===== src/rtl/pcfg_pkg.sv =====
package pcfg_pkg;
  typedef enum logic [2:0] {
    ST_IDLE,
    ST_REQ,
    ST_WAIT,
    ST_LOAD,
    ST_INIT,
    ST_OK,
    ST_ERR
  } pcfg_state_e;
endpackage


===== src/rtl/pcfg_dclk_gen.sv =====
// Phase counter for the divided configuration clock: strobes mark the
// cycle in which the clock register rises or falls.
module pcfg_dclk_gen #(
  parameter int HALF_CYC = 2
) (
  input  logic clk,
  input  logic rst,
  input  logic run_i,
  output logic rise_o,
  output logic fall_o
);
  localparam int PERIOD = 2 * HALF_CYC;
  localparam int PW     = (PERIOD > 1) ? $clog2(PERIOD) : 1;

  logic [PW-1:0] ph;

  always_ff @(posedge clk) begin
    if (rst || !run_i) ph <= '0;
    else if (ph == PW'(PERIOD - 1)) ph <= '0;
    else ph <= ph + 1'b1;
  end

  assign rise_o = run_i && (ph == PW'(HALF_CYC - 1));
  assign fall_o = run_i && (ph == PW'(PERIOD - 1));
endmodule


===== src/rtl/pcfg_timer.sv =====
// Saturating cycle counter, cleared on every state change.
module pcfg_timer #(
  parameter int W = 8
) (
  input  logic         clk,
  input  logic         rst,
  input  logic         clr_i,
  output logic [W-1:0] cnt_o
);
  always_ff @(posedge clk) begin
    if (rst || clr_i) cnt_o <= '0;
    else if (cnt_o != {W{1'b1}}) cnt_o <= cnt_o + 1'b1;
  end
endmodule


===== src/rtl/pcfg_host.sv =====
module pcfg_host
  import pcfg_pkg::*;
#(
  parameter int CLK_MHZ    = 100,
  parameter int PULSE_US   = 2,
  parameter int TOUT_US    = 100,
  parameter int NBYTES     = 1024,
  parameter int HALF_CYC   = 2,
  parameter int EXTRA_CLKS = 8,
  parameter int MAX_RETRY  = 3,
  parameter int ADDR_W     = $clog2(NBYTES + 1)
) (
  input  logic              clk,
  input  logic              rst,
  input  logic              start_i,
  input  logic              auto_restart_i,
  output logic [ADDR_W-1:0] mem_addr_o,
  input  logic [7:0]        mem_data_i,
  output logic [7:0]        cfg_data_o,
  output logic              cfg_dclk_o,
  output logic              cfg_req_n_o,
  input  logic              status_n_i,
  input  logic              done_i,
  output logic              busy_o,
  output logic              ok_o,
  output logic              err_o
);
  localparam int PULSE_CYC = CLK_MHZ * PULSE_US;
  localparam int TOUT_CYC  = CLK_MHZ * TOUT_US;
  localparam int TMAX      = (PULSE_CYC > TOUT_CYC) ? PULSE_CYC : TOUT_CYC;
  localparam int TW        = $clog2(TMAX + 1);
  localparam int CMAX      = (NBYTES > EXTRA_CLKS) ? NBYTES : EXTRA_CLKS;
  localparam int CW        = $clog2(CMAX + 1);
  localparam int RW        = $clog2(MAX_RETRY + 2);

  pcfg_state_e     state_q, state_d;
  logic [TW-1:0]   tmr;
  logic [CW-1:0]   cnt;
  logic [RW-1:0]   retry;
  logic            fail, rise, fall, run, idle_like;

  assign run       = (state_q == ST_LOAD) || (state_q == ST_INIT);
  assign idle_like = (state_q == ST_IDLE) || (state_q == ST_OK) || (state_q == ST_ERR);

  pcfg_timer #(.W(TW)) u_tmr (
    .clk  (clk),
    .rst  (rst),
    .clr_i(state_d != state_q),
    .cnt_o(tmr)
  );

  pcfg_dclk_gen #(.HALF_CYC(HALF_CYC)) u_dclk (
    .clk   (clk),
    .rst   (rst),
    .run_i (run),
    .rise_o(rise),
    .fall_o(fall)
  );

  always_comb begin
    state_d = state_q;
    fail    = 1'b0;
    unique case (state_q)
      ST_IDLE, ST_OK, ST_ERR: if (start_i) state_d = ST_REQ;
      ST_REQ:  if (tmr == TW'(PULSE_CYC - 1)) state_d = ST_WAIT;
      // one settle cycle lets the memory return address 0
      ST_WAIT: begin
        if (status_n_i && tmr != '0) state_d = ST_LOAD;
        else if (!status_n_i && tmr == TW'(TOUT_CYC - 1)) state_d = ST_ERR;
      end
      ST_LOAD: begin
        if (!status_n_i) fail = 1'b1;
        else if (fall && cnt == CW'(NBYTES - 1)) state_d = ST_INIT;
      end
      ST_INIT: begin
        if (!status_n_i) fail = 1'b1;
        else if (fall && cnt == CW'(EXTRA_CLKS - 1)) begin
          if (done_i) state_d = ST_OK;
          else fail = 1'b1;
        end
      end
      default: state_d = ST_IDLE;
    endcase
    if (fail) begin
      if (retry == '0) state_d = ST_ERR;
      else if (auto_restart_i) state_d = ST_WAIT;
      else state_d = ST_REQ;
    end
  end

  always_ff @(posedge clk) begin
    if (rst) begin
      state_q     <= ST_IDLE;
      cfg_req_n_o <= 1'b1;
      cfg_dclk_o  <= 1'b0;
      cfg_data_o  <= '0;
      mem_addr_o  <= '0;
      cnt         <= '0;
      retry       <= '0;
      ok_o        <= 1'b0;
      err_o       <= 1'b0;
      busy_o      <= 1'b0;
    end else begin
      state_q     <= state_d;
      cfg_req_n_o <= (state_d != ST_REQ);
      ok_o        <= (state_d == ST_OK);
      err_o       <= (state_d == ST_ERR);
      busy_o      <= (state_d == ST_REQ) || (state_d == ST_WAIT) ||
                     (state_d == ST_LOAD) || (state_d == ST_INIT);

      if (idle_like && start_i) retry <= RW'(MAX_RETRY);
      else if (fail && retry != '0) retry <= retry - 1'b1;

      if (state_d == ST_LOAD && state_q != ST_LOAD) begin
        cfg_data_o <= mem_data_i;
        mem_addr_o <= ADDR_W'(1);
        cnt        <= '0;
        cfg_dclk_o <= 1'b0;
      end else if (state_d == ST_LOAD) begin
        if (rise) cfg_dclk_o <= 1'b1;
        if (fall) begin
          cfg_dclk_o <= 1'b0;
          cfg_data_o <= mem_data_i;
          mem_addr_o <= mem_addr_o + 1'b1;
          cnt        <= cnt + 1'b1;
        end
      end else if (state_d == ST_INIT) begin
        if (rise) cfg_dclk_o <= 1'b1;
        if (fall) begin
          cfg_dclk_o <= 1'b0;
          cnt        <= (state_q == ST_LOAD) ? '0 : cnt + 1'b1;
        end
      end else begin
        cfg_dclk_o <= 1'b0;
        mem_addr_o <= '0;
        cnt        <= '0;
      end
    end
  end
endmodule


===== config.mk =====
export PLATFORM = sky130hd
export DESIGN_NAME = pcfg_host
export DESIGN_NICKNAME = d
export VERILOG_FILES = /design/src/rtl/pcfg_pkg.sv /design/src/rtl/pcfg_dclk_gen.sv /design/src/rtl/pcfg_timer.sv /design/src/rtl/pcfg_host.sv
export SDC_FILE = /design/constraint.sdc
export NUM_CORES = 1
export LEC_CHECK = 0
export BUFFER_PORTS_ARGS = -buffer_cell sky130_fd_sc_hd__buf_4
export CAP_MARGIN = 20
export CORE_UTILIZATION = 65
export CTS_BUF_LIST = sky130_fd_sc_hd__clkbuf_4
export CTS_CLUSTER_DIAMETER = 200
export CTS_CLUSTER_SIZE = 12
export DETAILED_ROUTE_END_ITERATION = 8
export PLACE_DENSITY = 0.87
export SYNTH_ARGS = -nofsm -noshare
export SYNTH_HDL_FRONTEND = slang
export SYNTH_HIERARCHICAL = 1
export SYNTH_SLANG_ARGS = --single-unit

===== constraint.sdc =====
create_clock -name clk -period 8.4 [get_ports clk]
set_clock_uncertainty 0.2 [all_clocks]
set_input_delay 0.42 -clock clk [delete_from_list [all_inputs] [get_ports clk]]
set_output_delay 0.42 -clock clk [all_outputs]
set_load 0.02 [all_outputs]

==> impl_metrics.ini <==
[clock_network]
cts-root-buf = clkbuf_4
htreeDepth = 3
cts_tree = yes
path_clk_slew_ns = 0.10
max-clock-path-buffers = 2
clock_sinks = 57
cts.repair.resized = 0
post-cts-setup-buffers = 0
cts_made_buffers = 9
hold_buffers = 0
clk_latency_ns = 0.42

[final_layout]
num-nets-final = 427
multi_input_comb_area_sq_mm = 0.001954
regArea_sq_mm = 0.001141
area_growth_pct = 11.92
nFillCells = 351
drive_gt1_share_pct = 19.22
post-route-util_pct = 77.29
fin_area_sq_mm = 0.003747
antenna_cells = 0

[synth]
synth.distinct_cells = 69
syn_area_sq_mm = 0.003348
synth-edff-count = 0
avgSynthCellArea_sq_um = 8.788
synth_area_leaders = dfxtp_1 34%, mux2i_1 5.7%, nor2_1 4.5%, o2111ai_1 4.2%, inv_1 2.7%
ys.flop_type = dfxtp_1
synth_area_leader_cell = dfxtp_1
ys_ff_latch = 57
synthTopCellsByCount = 57 x dfxtp_1, 40 x nor2_1, 24 x inv_1, 19 x mux2i_1, 19 x nand2_1
syn_nets = 402
async_flop_share_pct = 0
synthCells = 381
ys_seq_area_share_pct = 34.08
synth_top_area_share_pct = 34.08
ys_warn_count = 6
synth_most_common_cell = dfxtp_1

[floorplanning]
initial_core_util_pct = 69.06
die_y_um = 73.77
coreArea_sq_mm = 0.004848
die_area_sq_mm = 0.005442
die_width_um = 73.77
num_io_pins = 38
core.rowCount = 25

[setup_path]
startpoint = state_q[2]$_SDFF_PP0_
criticalPathCategory = reg -> reg
start_kind = register
critPathArrivalTime_ns = 4.44
crit_path_end_kind = register
worstPathMaxFanout = 20
reg2reg_from = state_q[2]$_SDFF_PP0_
critPathRequiredTime_ns = 8.57

[pwr]
vdd_drop_max_mv = 0.1075
p_leak_nw = 1.405
p_per_area_mw_per_mm2 = 151.9

[route]
drtIter0Drc = 172
totalWireLength_mm = 7.134
num_vias = 2977
dr.pass1.iters = 5
ant_nets = 0
wl_per_cell_um = 14.92
drc = 0
vias_per_cell = 6.228

[place]
post_dp_cell_area_sq_mm = 0.003555
gp_congestion = 0.9992
port_buffers = 37
hpwl_mm = 4.891
pre_cts_slack_ns = 4.184

[sta]
rsz0062_at_grt = no
period_share_pct = 50.88
finalSetupViolCount = 0
worst_slack_ns = 4.126
worstMarginPinSlew_ns = 0.9940
hold_violations = 0
relSlewSlack_pct = 33.29
fmaxAchievable_mhz = 234.0
setup_tns_ns = 0
slew_viol_final = 0
fin_crit_ns = 4.274

[global_routing]
grt_first_pass_wirelength_mm = 12.00
antenna_found_initial = 0
grt_pass1_vias = 2671
grt_start_max_net_pins = 23
grt_overflow = 0
grt_usage_pct = 28.76

[outcome]
status = complete, no violations

[hold_path]
min_path_type = in -> reg
hp-start = mem_data_i[6]

[flow_run]
maxCapViolCount = 0
## area by class of cell
cell class                 instances  area share, %
clock inverter                     6          2.838
timing repair buffer              39          7.913
inverter                          24          2.404
sequential                        57          30.45
clock buffer                      10          2.003
tap                               67          2.237
multi-input combinational        275          52.15
## power by group
group / internal, mW / leakage, nW / switching, mW
clock: 0.152 / 0.0940 / 0.104
combinational: 0.0157 / 0.850 / 0.0199
sequential: 0.273 / 0.461 / 0.00363
## kinds of logic after synthesis
family          count (synthesis)  share of synthesized area, %
fa+ha+maj                       7                         2.616
xor+xnor                        9                         2.354
buf+inv                        49                         7.549
flops                          57                         34.08
simple gates                  151                         26.61
mux                            20                         6.353
compound gates                 88                         20.44
## metrics by stage
step | hold slack (ns) | total power [mW] | std cells
finish | 0.02405 | 0.5694 | 478
global route | 0.03996 | 0.5858 | 478
CTS | 0.02472 | 0.5706 | 477
detailed placement | 0.2823 | 0.3176 | 461
global placement | 0.2752 | 0.3169 | 461
floorplan | 0.2463 | 0.3063 | 381
## cell usage in the layout, fill, tap and decap left out, types with 5 or more instances in the layout
cell / instances
mux2i_1: 19
nand2_1: 19
nor3_1: 10
o21ai_1: 5
clkbuf_4: 10
o2111ai_1: 16
o21ai_0: 7
buf_4: 38
nor2_1: 40
a21oi_1: 17
ha_1: 7
nor4_1: 6
nand4_1: 12
inv_1: 24
nand3_1: 15
dfxtp_1: 57
or3_1: 7
xnor2_1: 9
nor2b_1: 5
## critical path, cell delays in order (launching register included)
cell,delay [ns]
dfxtp_1,0.54
nand3b_1,0.21
a21boi_2,0.22
inv_1,0.09
and2_1,0.25
and4b_4,0.24
and4_1,0.19
a311o_1,0.32
a2111o_1,0.46
nor2_2,0.60
o21ai_1,0.52
o21ba_1,0.35
## metal layers
layer | routed length [um] | share of wire (%) | global-route usage (%) | vias up
met1 | 3281 | 46 | 37.49 | 1385
met4 | 140 | 2.0 | 12.39 | 0
met2 | 3313 | 46 | 45.16 | 96
li1 | - | - | - | 1480
met3 | 399 | 5.6 | 6.996 | 16
met5 | 0 | 0 | 0 | -
## worst paths after layout
kind / end / slack, ns / depth (start not counted)
max: mem_addr_o[10]$_SDFFE_PP0P_ / 4.13 / 11
min: cfg_data_o[6]$_SDFFE_PP0P_ / 0.02 / 3
max reg2reg: mem_addr_o[10]$_SDFFE_PP0P_ / 4.13 / 11
min reg2reg: u_dclk/ph[0]$_SDFF_PP0_ / 0.30 / 1
## flip-flops by register name, summed over array words and instances, names as in the netlist, 2 cells and up
name and count:
cnt 11, cfg_data_o 8, retry 3, mem_addr_o 11
u_tmr/cnt_o 14, u_dclk/ph 2, state_q 3
Note: power is estimated with default switching activity, not from simulation.
